--- config.mk ---
export PLATFORM = sky130hd
export DESIGN_NAME = cpu_clk_switch_seq
export DESIGN_NICKNAME = d
export VERILOG_FILES = /design/src/rtl/cks_pkg.sv /design/src/rtl/cks_rate_plan.sv /design/src/rtl/cks_sel_reg.sv /design/src/rtl/cks_seq_fsm.sv /design/src/rtl/cpu_clk_switch_seq.sv
export SDC_FILE = /design/constraint.sdc
export NUM_CORES = 1
export LEC_CHECK = 0
export BUFFER_PORTS_ARGS = -buffer_cell sky130_fd_sc_hd__buf_2
export CAP_MARGIN = 25
export CORE_MARGIN = 2
export CORE_UTILIZATION = 53
export CTS_CLUSTER_DIAMETER = 80
export CTS_CLUSTER_SIZE = 40
export DETAILED_ROUTE_END_ITERATION = 10
export PLACE_DENSITY = 0.8
export SYNTH_ARGS = -nofsm -noshare
export SYNTH_HDL_FRONTEND = slang
export SYNTH_HIERARCHICAL = 1
export SYNTH_SLANG_ARGS = --single-unit
--- constraint.sdc ---
create_clock -name clk -period 3.9 [get_ports clk]
set_input_delay 0.39 -clock clk [delete_from_list [all_inputs] [get_ports clk]]
set_output_delay 0.39 -clock clk [all_outputs]
set_load 0.02 [all_outputs]
--- src/rtl/cks_pkg.sv ---
`timescale 1ns/1ps
package cks_pkg;
    localparam int KHZ_W = 32;
    localparam int SEL_W = 2;

    // primary mux input codes
    localparam logic [SEL_W-1:0] PRI_SMUX  = 2'd0;
    localparam logic [SEL_W-1:0] PRI_RAW   = 2'd1;
    localparam logic [SEL_W-1:0] PRI_DROOP = 2'd2;
    localparam logic [SEL_W-1:0] PRI_ALT   = 2'd3;
    // secondary mux input codes
    localparam logic [SEL_W-1:0] SEC_XO    = 2'd0;
    localparam logic [SEL_W-1:0] SEC_HALF  = 2'd1;

    typedef enum logic [2:0] {
        ST_IDLE, ST_CHECK, ST_PARK, ST_PROG, ST_WAIT_LOCK, ST_FINAL, ST_DONE
    } seq_state_e;

    typedef struct packed {
        logic             legal;
        logic             halve;
        logic [KHZ_W-1:0] vco_khz;
    } rate_plan_t;

    typedef struct packed {
        logic             set_pri;
        logic             set_sec;
        logic [SEL_W-1:0] pri;
        logic [SEL_W-1:0] sec;
    } sel_cmd_t;

    localparam sel_cmd_t SEL_CMD_NONE = '0;

    // the raw PLL input is never used directly: route it through the droop branch
    function automatic logic [SEL_W-1:0] fold_raw(input logic [SEL_W-1:0] code);
        return (code == PRI_RAW) ? PRI_DROOP : code;
    endfunction

    function automatic sel_cmd_t cmd_pri(input logic [SEL_W-1:0] code);
        sel_cmd_t c;
        c         = SEL_CMD_NONE;
        c.set_pri = 1'b1;
        c.pri     = code;
        return c;
    endfunction

    function automatic sel_cmd_t cmd_sec(input logic [SEL_W-1:0] code);
        sel_cmd_t c;
        c         = SEL_CMD_NONE;
        c.set_sec = 1'b1;
        c.sec     = code;
        return c;
    endfunction
endpackage

--- src/rtl/cks_rate_plan.sv ---
`timescale 1ns/1ps
module cks_rate_plan
    import cks_pkg::*;
#(
    parameter logic [KHZ_W-1:0] FLOOR_KHZ = 32'd300000,
    parameter logic [KHZ_W-1:0] SPLIT_KHZ = 32'd600000
) (
    input  logic [KHZ_W-1:0] target_khz,
    output rate_plan_t       plan
);
    logic below_split;

    always_comb begin
        below_split  = (target_khz < SPLIT_KHZ);
        plan.legal   = (target_khz >= FLOOR_KHZ);
        plan.halve   = below_split;
        // lock range starts at the split point: run the VCO at twice the target
        plan.vco_khz = below_split ? {target_khz[KHZ_W-2:0], 1'b0} : target_khz;
    end
endmodule

--- src/rtl/cks_sel_reg.sv ---
`timescale 1ns/1ps
module cks_sel_reg
    import cks_pkg::*;
#(
    parameter int unsigned MIN_HOLD = 2
) (
    input  logic             clk,
    input  logic             rst,
    input  sel_cmd_t         cmd,
    output logic [SEL_W-1:0] pri_q,
    output logic [SEL_W-1:0] sec_q,
    output logic             settled
);
    localparam int AGE_W = $clog2(MIN_HOLD + 1);
    localparam logic [AGE_W-1:0] AGE_FULL = AGE_W'(MIN_HOLD);
    localparam logic [AGE_W-1:0] AGE_ONE  = AGE_W'(1);

    logic [SEL_W-1:0] pri_d, sec_d;
    logic [AGE_W-1:0] age;
    logic             changed;

    always_comb begin
        pri_d   = cmd.set_pri ? fold_raw(cmd.pri) : pri_q;
        sec_d   = cmd.set_sec ? cmd.sec : sec_q;
        changed = ({sec_d, pri_d} != {sec_q, pri_q});
        settled = (age >= AGE_FULL);
    end

    always_ff @(posedge clk) begin
        if (rst) begin
            pri_q <= PRI_SMUX;
            sec_q <= SEC_XO;
            age   <= AGE_FULL;
        end else begin
            pri_q <= pri_d;
            sec_q <= sec_d;
            if (changed)
                age <= AGE_ONE;
            else if (age < AGE_FULL)
                age <= age + AGE_ONE;
        end
    end

    // raw PLL code is never held
    a_r3_no_raw: assert property (@(posedge clk) disable iff (rst)
        pri_q != PRI_RAW);
    // a primary-only write leaves the secondary field alone
    a_r2_keep_sec: assert property (@(posedge clk) disable iff (rst)
        (cmd.set_pri && !cmd.set_sec) |=> $stable(sec_q));
    // a secondary-only write leaves the primary field alone
    a_r2_keep_pri: assert property (@(posedge clk) disable iff (rst)
        (cmd.set_sec && !cmd.set_pri) |=> $stable(pri_q));
endmodule

--- src/rtl/cks_seq_fsm.sv ---
`timescale 1ns/1ps
module cks_seq_fsm
    import cks_pkg::*;
(
    input  logic             clk,
    input  logic             rst,
    input  logic             req_valid,
    input  logic [KHZ_W-1:0] req_khz,
    input  rate_plan_t       plan,
    input  logic             settled,
    input  logic             pll_lock,
    output logic [KHZ_W-1:0] target_q,
    output sel_cmd_t         seq_cmd,
    output logic             busy,
    output logic             done,
    output logic             droop_stb,
    output logic             prog_stb,
    output logic [KHZ_W-1:0] prog_khz,
    output logic             err_low,
    output logic             overrun
);
    seq_state_e state, state_d;
    logic       fin_step, fin_step_d;
    logic       unlock_seen;

    always_comb begin
        state_d    = state;
        seq_cmd    = SEL_CMD_NONE;
        fin_step_d = fin_step;
        case (state)
            ST_IDLE:      if (req_valid) state_d = ST_CHECK;
            ST_CHECK:     state_d = plan.legal ? ST_PARK : ST_IDLE;
            ST_PARK: begin
                if (settled) begin
                    seq_cmd = cmd_pri(PRI_ALT);
                    state_d = ST_PROG;
                end
            end
            ST_PROG:      state_d = ST_WAIT_LOCK;
            ST_WAIT_LOCK: if (unlock_seen && pll_lock) state_d = ST_FINAL;
            ST_FINAL: begin
                if (settled) begin
                    if (plan.halve && !fin_step) begin
                        seq_cmd    = cmd_sec(SEC_HALF);
                        fin_step_d = 1'b1;
                    end else begin
                        seq_cmd = cmd_pri(plan.halve ? PRI_SMUX : PRI_DROOP);
                        state_d = ST_DONE;
                    end
                end
            end
            ST_DONE:      state_d = ST_IDLE;
            default:      state_d = ST_IDLE;
        endcase
    end

    always_ff @(posedge clk) begin
        if (rst) begin
            state       <= ST_IDLE;
            target_q    <= '0;
            fin_step    <= 1'b0;
            unlock_seen <= 1'b0;
            droop_stb   <= 1'b0;
            prog_stb    <= 1'b0;
            prog_khz    <= '0;
            err_low     <= 1'b0;
            overrun     <= 1'b0;
        end else begin
            state     <= state_d;
            fin_step  <= (state == ST_FINAL) ? fin_step_d : 1'b0;
            droop_stb <= (state == ST_PARK) && settled;
            prog_stb  <= (state == ST_PROG);
            if (state == ST_PROG)
                prog_khz <= plan.vco_khz;
            if (state == ST_PROG)
                unlock_seen <= 1'b0;
            else if (state == ST_WAIT_LOCK && !pll_lock)
                unlock_seen <= 1'b1;
            if (state == ST_IDLE && req_valid) begin
                target_q <= req_khz;
                err_low  <= 1'b0;
            end
            if (state == ST_CHECK && !plan.legal)
                err_low <= 1'b1;
            if (state != ST_IDLE && req_valid)
                overrun <= 1'b1;
        end
    end

    always_comb begin
        busy = (state != ST_IDLE);
        done = (state == ST_DONE);
    end

    // a request while busy raises the sticky flag
    a_r10_overrun: assert property (@(posedge clk) disable iff (rst)
        (req_valid && busy) |=> overrun);
    // program strobe lasts one cycle
    a_r5_one_pulse: assert property (@(posedge clk) disable iff (rst)
        prog_stb |=> !prog_stb);
    // a rejected target returns to idle with the error raised
    a_r8_reject: assert property (@(posedge clk) disable iff (rst)
        (state == ST_CHECK && !plan.legal) |=> (!busy && err_low));
    // done is a single-cycle pulse
    a_r9_done_pulse: assert property (@(posedge clk) disable iff (rst)
        done |=> !done);
endmodule

--- src/rtl/cpu_clk_switch_seq.sv ---
`timescale 1ns/1ps
module cpu_clk_switch_seq
    import cks_pkg::*;
#(
    parameter logic [31:0] FLOOR_KHZ = 32'd300000,
    parameter logic [31:0] SPLIT_KHZ = 32'd600000,
    parameter int unsigned MIN_HOLD  = 2
) (
    input  logic        clk,
    input  logic        rst,
    input  logic        req_valid,
    input  logic [31:0] req_khz,
    input  logic        sw_wr_pri,
    input  logic        sw_wr_sec,
    input  logic [3:0]  sw_wr_data,
    output logic [3:0]  sel_reg,
    output logic [1:0]  pri_sel,
    output logic [1:0]  sec_sel,
    input  logic        pll_lock,
    output logic        pll_prog_stb,
    output logic [31:0] pll_prog_khz,
    output logic        droop_setup_stb,
    output logic        busy,
    output logic        done,
    output logic        err_low,
    output logic        overrun
);
    rate_plan_t       plan;
    sel_cmd_t         seq_cmd, sw_cmd, mux_cmd;
    logic [KHZ_W-1:0] target_q;
    logic             settled;

    cks_rate_plan #(.FLOOR_KHZ(FLOOR_KHZ), .SPLIT_KHZ(SPLIT_KHZ)) u_plan (
        .target_khz (target_q),
        .plan       (plan)
    );

    cks_seq_fsm u_fsm (
        .clk       (clk),
        .rst       (rst),
        .req_valid (req_valid),
        .req_khz   (req_khz),
        .plan      (plan),
        .settled   (settled),
        .pll_lock  (pll_lock),
        .target_q  (target_q),
        .seq_cmd   (seq_cmd),
        .busy      (busy),
        .done      (done),
        .droop_stb (droop_setup_stb),
        .prog_stb  (pll_prog_stb),
        .prog_khz  (pll_prog_khz),
        .err_low   (err_low),
        .overrun   (overrun)
    );

    always_comb begin
        sw_cmd.set_pri = sw_wr_pri;
        sw_cmd.set_sec = sw_wr_sec;
        sw_cmd.pri     = sw_wr_data[1:0];
        sw_cmd.sec     = sw_wr_data[3:2];
        // sequencer owns the register while busy; software waits out the hold window
        if (busy)
            mux_cmd = seq_cmd;
        else if (settled)
            mux_cmd = sw_cmd;
        else
            mux_cmd = SEL_CMD_NONE;
    end

    cks_sel_reg #(.MIN_HOLD(MIN_HOLD)) u_sel (
        .clk     (clk),
        .rst     (rst),
        .cmd     (mux_cmd),
        .pri_q   (pri_sel),
        .sec_q   (sec_sel),
        .settled (settled)
    );

    assign sel_reg = {sec_sel, pri_sel};

    // independent observer of the register age for R11
    localparam int CHK_W = $clog2(MIN_HOLD + 1);
    logic [3:0]       chk_last;
    logic [CHK_W-1:0] chk_age;
    always_ff @(posedge clk) begin
        if (rst) begin
            chk_last <= 4'd0;
            chk_age  <= CHK_W'(MIN_HOLD);
        end else begin
            chk_last <= sel_reg;
            if (sel_reg != chk_last)
                chk_age <= CHK_W'(1);
            else if (chk_age < CHK_W'(MIN_HOLD))
                chk_age <= chk_age + CHK_W'(1);
        end
    end

    // previous value was held long enough before each change
    a_r11_hold: assert property (@(posedge clk) disable iff (rst)
        (sel_reg != chk_last) |-> (chk_age >= CHK_W'(MIN_HOLD)));
    // parked on the alternate PLL while programming
    a_r4_park_first: assert property (@(posedge clk) disable iff (rst)
        pll_prog_stb |-> (pri_sel == PRI_ALT));
    // droop setup fires while parked
    a_r4_droop_parked: assert property (@(posedge clk) disable iff (rst)
        droop_setup_stb |-> (pri_sel == PRI_ALT));
    // programmed value inside the lock range
    a_r5_range: assert property (@(posedge clk) disable iff (rst)
        pll_prog_stb |-> (pll_prog_khz >= SPLIT_KHZ));
    // finishing path is one of the two legal ones
    a_r7_final_path: assert property (@(posedge clk) disable iff (rst)
        done |-> ((pri_sel == PRI_SMUX && sec_sel == SEC_HALF) || pri_sel == PRI_DROOP));
    // busy stays up while done is shown
    a_r9_busy_done: assert property (@(posedge clk) disable iff (rst)
        done |-> busy);
endmodule

=== Yosys cells after proc, flatten, opt, wreduce, memory -nomap -nowiden ===
Cells that the tools add are included.

* Latch bits: 0
* Bits in read-only memories: 0
* Flip-flop bits (word level): 79
* Bits in writable memories: 0
* Memories kept: 0
* Word-level logic and storage cells: 71
* Input bits: 42
* Output and inout bits: 46

* Equality and inequality tests: 13
* Divide/modulo/power cells: 0
* Order comparisons: 4
* Bitwise operators: 1
* Add/sub/neg operators: 1
* Muxes and demuxes: 22
* Shift operators: 0
* Reductions and logical operators: 18
* Multiply operators: 0

{| class="wikitable"
|+ Operators with widths
! cell !! count
|-
| greater-or-equal comparator 32 x 19 -> 1 bit, second input constant || 1
|-
| less-than comparator 32 x 20 -> 1 bit, second input constant || 1
|-
| two-way mux 32 bit || 1
|-
| two-way mux 6 bit || 5
|-
| case mux 3 bit (6 select lines) || 1
|-
| two-way mux 3 bit || 5
|-
| two-way mux 2 bit || 7
|-
| case mux 6 bit (2 select lines) || 1
|-
| == test 3 bit, second input constant || 3
|-
| logical AND 1 bit || 7
|-
| == test 3 x 2 -> 1 bit, second input constant || 2
|-
| != test 2 x 1 -> 1 bit, second input constant || 3
|-
| AND reduction 5 bit || 1
|-
| != test 2 bit, second input constant || 2
|-
| != test 4 bit || 1
|-
| nonzero test 2 bit || 2
|-
| OR reduction 2 bit || 2
|-
| == test 3 x 1 -> 1 bit, second input constant || 1
|-
| logical NOT 1 bit || 3
|-
| logical NOT 3 bit || 1
|-
| nonzero test 3 bit || 1
|-
| adder 2 x 1 -> 2 bit, second input constant || 1
|-
| == test 2 x 1 -> 1 bit, second input constant || 1
|-
| greater-or-equal comparator 2 bit, second input constant || 1
|-
| 4 further kinds || 5
|}

=== Depth between registers and ports, before layout ===
* Depth in word-level cells: 11
* Depth in mapped cells: 14
* Gate-level depth less buffers: 11

=== Hierarchy ===
Netlist, hierarchy kept.

{| class="wikitable"
|+ By module, submodules not included
! module !! area each (µm²) !! cells an instance !! times used !! seq. area each (µm²)
|-
| cks_seq_fsm || 2596.2 || 275 || 1 || 1461.4
|-
| cks_rate_plan || 498.0 || 65 || 1 || 0.0
|-
| cks_sel_reg || 302.8 || 34 || 1 || 120.1
|-
| cpu_clk_switch_seq || 120.1 || 16 || 1 || 0.0
|}

=== Worst setup path before layout ===
No wires, ideal clock.

* Kind: flip-flop to flip-flop
* Start: register u_fsm.target_q[22]
* End: register u_sel.age[1]
* Period minus slack after synthesis: 2.736 ns
* Required time: 3.778 ns
* Data arrival time: 2.615 ns
* Path buffers: 2
* Path slack: 1.164 ns
* Library setup time: 0.122 ns
* Cell stages (with the launch flop): 14
* Path through: dfxtp_1 > nor4_4 > nand4_2 > a21oi_4 > buf_12 > buf_4 > o21ai_0 > and2_1 > nand2_1 > o21ai_0 > xnor2_1 > o21ai_1 > a2111o_1 > o311a_1

{| class="wikitable"
|+ RTL lines
! element !! RTL line !! source
|-
| from (decl) || cks_seq_fsm.sv:12 || <nowiki>output logic [KHZ_W-1:0] target_q,</nowiki>
|-
| from (signal assigned) || cks_seq_fsm.sv:80 || <nowiki>target_q <= req_khz;</nowiki>
|-
| to (signal assigned) || cks_sel_reg.sv:40 || <nowiki>age <= age + AGE_ONE;</nowiki>
|-
| to (decl) || cks_sel_reg.sv:19 || <nowiki>logic [AGE_W-1:0] age;</nowiki>
|}

==> reports/qor.csv <==
metric,value,unit
wl,7.52,mm
grt.overflow.total,0,
worstMarginPinSlew,0.733,ns
cts_setup_buffers,0,
initial_core_util,55.1,%
period_share,71.8,%
startpoint_type,flop,
peakVddDrop,0.278,mV
timing.critical_path.buf_inv,0,
arrival,3.04,ns
clkLatencyLatePin,0.35,ns
critPathKind,reg -> reg,
whs_endpoint,u_fsm/target_q[0]$_SDFFE_PP0P_,
rsz0062_at_grt,no,
status,completed,
cts_tree,done,
cp.required,4.15,ns
layout.nets,493,
rows,29,
final_antenna_net_count,0,
timing.final.setup_violations,0,
cpMaxStageDelayCell,a2111o_1,
p_per_area,508,nW/um^2
crit_path_end_kind,flop,
clockBufferDepth,2,
die_h,85.5,um
cpPeakStageDelay,0.43,ns
synth_cell_types,52,
grt_pass1_wl,12.3,mm
fillers,557,
crit_family,compound AO/OA/AOI/OAI gates,
rr_endpoint,u_sel/age[1]$_SDFFE_PP1P_,
report.final.slew_viol_count,0,
vias_per_cell,5.55,
setup_tns,0,ns
syn_nets,433,
r2r_setup_slack,1.10,ns
finalHoldViolations,0,
synth_common_cells,"nand2_1 (82), dfxtp_1 (79), a21oi_1 (40), a22o_1 (33), clkbuf_1 (17)",
path_common_cell,o21ai_0,
post-route-drc-count,0,
syn-cell-area,3520,um^2
cts_root_buffer,clkbuf_8,
yosys.area.top_type,dfxtp_1,
hold_depth,3,
cts_resized,0,
ys.flop_type,dfxtp_1,
fmax,357,MHz
leakagePower,1.78,nW
antenna_found_initial,0,
ios,88,
yosysSeqAreaShare,45.0,%
r2r_start,u_fsm/target_q[27]$_SDFFE_PP0P_,
yosys.area.top_type_share,45.0,%
cts_max_level,3,
critPathMaxFanout,11,
area_delta_synth_final,13.3,%
first_iter_violations,139,
hp-start,req_khz[0],
seq_area,1580,um^2
reg2reg_depth,11,
cts_buffers,9,
hold_buffers,0,
routedWlPerCell,14.2,um
p_total,0.00203,W
synth.most_common_cell,nand2_1,
maxSlewHeadroom,51.0,%
clk_pin_slew,0.08,ns
grt_usage,21.2,%
crit_chain,"nor4_2, nand4_2, a21oi_4, o21ai_0, and2_1, nand2_1, o21ai_0, xnor2_1, o21ai_1, a2111o_1, o311a_1",
gp_congestion,0.823,
hold_class,in -> reg,
yosysWarningCount,6,
cts_sinks,79,
dr.pass1.iters,5,
cap_violations,0,
period_needed,2.80,ns
multi_input_area,1630,um^2
diodes,0,
core,6390,um^2
dieArea,7300,um^2
port_buffers,87,
async_flop_share,0,%
grt_max_degree,35,
die_w,85.5,um
synth_edf_count,0,
route.vias.total,2939,
skew,0.00832,ns
dpl.hpwl,5.30,mm
grt_pass1_vias,2657,
syn_avg_cell_area,9.02,um^2
ys_ff_latch,79,
ys_top_cells_by_area,"dfxtp_1 (45%), nand2_1 (8.8%), a22o_1 (8.2%), a21oi_1 (5.7%), mux2_2 (3.2%)",
layout-drive-gt1-share,30.0,%
synthCells,390,
worst min-delay path, delay by kind of cell:
kind	cells	cell delay (ns)
and+or+nand+nor	1	0.04
buffers and inverters	1	0.09
AOI/OAI and AO/OA	1	0.05
per-stage QoR:
step | hold WS [ns] | cell area (um^2) | setup slack, ns | utilization [%] | std cells
2_1_floorplan | 0.441 | 3520 | 1.16 | - | 390
3_3_place_gp | 0.451 | 3800 | 1.19 | 59.5 | 515
3_5_place_dp | 0.457 | 3800 | 1.10 | 59.5 | 515
4_1_cts | 0.258 | 3970 | 1.09 | 62.2 | 529
5_1_grt | 0.267 | 3990 | 0.894 | 62.4 | 530
6_report | 0.270 | 3990 | 1.10 | 62.4 | 530
cell type report:
cell class	count	area share, %
multi-input combinational	261	40.9
timing repair buffer	92	12.1
sequential	79	39.7
tap	77	2.42
clock buffer	11	3.80
inverter	7	0.659
clock inverter	3	0.471
layer usage:
metal	vias up	routed length [um]	global-route usage, %
met4	0	110	6.78
li1	1469	-	-
met1	1365	3350	26.9
met5	-	0	0
met3	11	429	5.93
met2	94	3640	34.9
cells by family after synthesis:
group / Yosys count / share of synthesized area (%)
other: 1 / 0.107
buffers and inverters: 50 / 8.64
AND/OR/NAND/NOR: 134 / 18.7
flip-flops: 79 / 45.0
XOR/XNOR: 4 / 0.996
AO/OA/AOI/OAI: 105 / 20.8
multiplexers: 16 / 5.48
adder cells (fa/ha/maj): 1 / 0.356
power by group:
group	switching (W)	total [W]	internal [W]
registers	0.0000707	0.000943	0.000872
clock network	0.000283	0.000542	0.000259
logic	0.000314	0.000542	0.000228
how the worst max path moves through the flow:
stage,startpoint,cells past startpoint,end,slack (ns)
final,u_fsm/target_q[27]$_SDFFE_PP0P_,11,u_sel/age[1]$_SDFFE_PP1P_,1.10
after global routing,u_fsm/target_q[27]$_SDFFE_PP0P_,11,u_sel/age[1]$_SDFFE_PP1P_,0.89
after CTS,u_fsm/target_q[27]$_SDFFE_PP0P_,11,u_sel/age[1]$_SDFFE_PP1P_,1.09
after detailed placement,u_fsm/target_q[27]$_SDFFE_PP0P_,11,u_sel/age[1]$_SDFFE_PP1P_,1.10
after global placement,u_fsm/target_q[27]$_SDFFE_PP0P_,11,u_sel/age[1]$_SDFFE_PP1P_,1.19
after floorplan,u_fsm/target_q[22]$_SDFFE_PP0P_,13,u_sel/age[1]$_SDFFE_PP1P_,1.16
layout by cell type, fill, tap and decap left out, types with 3 or more instances in the layout:
| master | synthesis | layout |
|---|---|---|
| o21ai_0 | 12 | 12 |
| nand2_1 | 82 | 82 |
| mux2_2 | 10 | 10 |
| inv_1 | 7 | 7 |
| a21oi_1 | 40 | 40 |
| mux2_4 | 4 | 4 |
| buf_4 | 10 | 4 |
| buf_2 | 7 | 87 |
| clkbuf_8 | 0 | 11 |
| nor2b_1 | 4 | 4 |
| a211oi_1 | 3 | 3 |
| nor3_1 | 4 | 4 |
| a22o_1 | 33 | 33 |
| a22o_2 | 4 | 4 |
| o211ai_1 | 4 | 4 |
| nand3_1 | 6 | 6 |
| nor2_1 | 12 | 12 |
| xor2_1 | 3 | 3 |
| dfxtp_1 | 79 | 79 |
state kept, by name, indices dropped and copies added (netlist names):
name,count
u_fsm/state,3
u_fsm/overrun,1
u_fsm/err_low,1
u_sel/pri_q,2
u_sel/age,2
u_fsm/droop_stb,1
u_fsm/prog_khz,32
u_fsm/prog_stb,1
u_fsm/target_q,32
u_sel/sec_q,2
u_fsm/unlock_seen,1
u_fsm/fin_step,1
No activity file was read; power rests on OpenSTA's default activity.
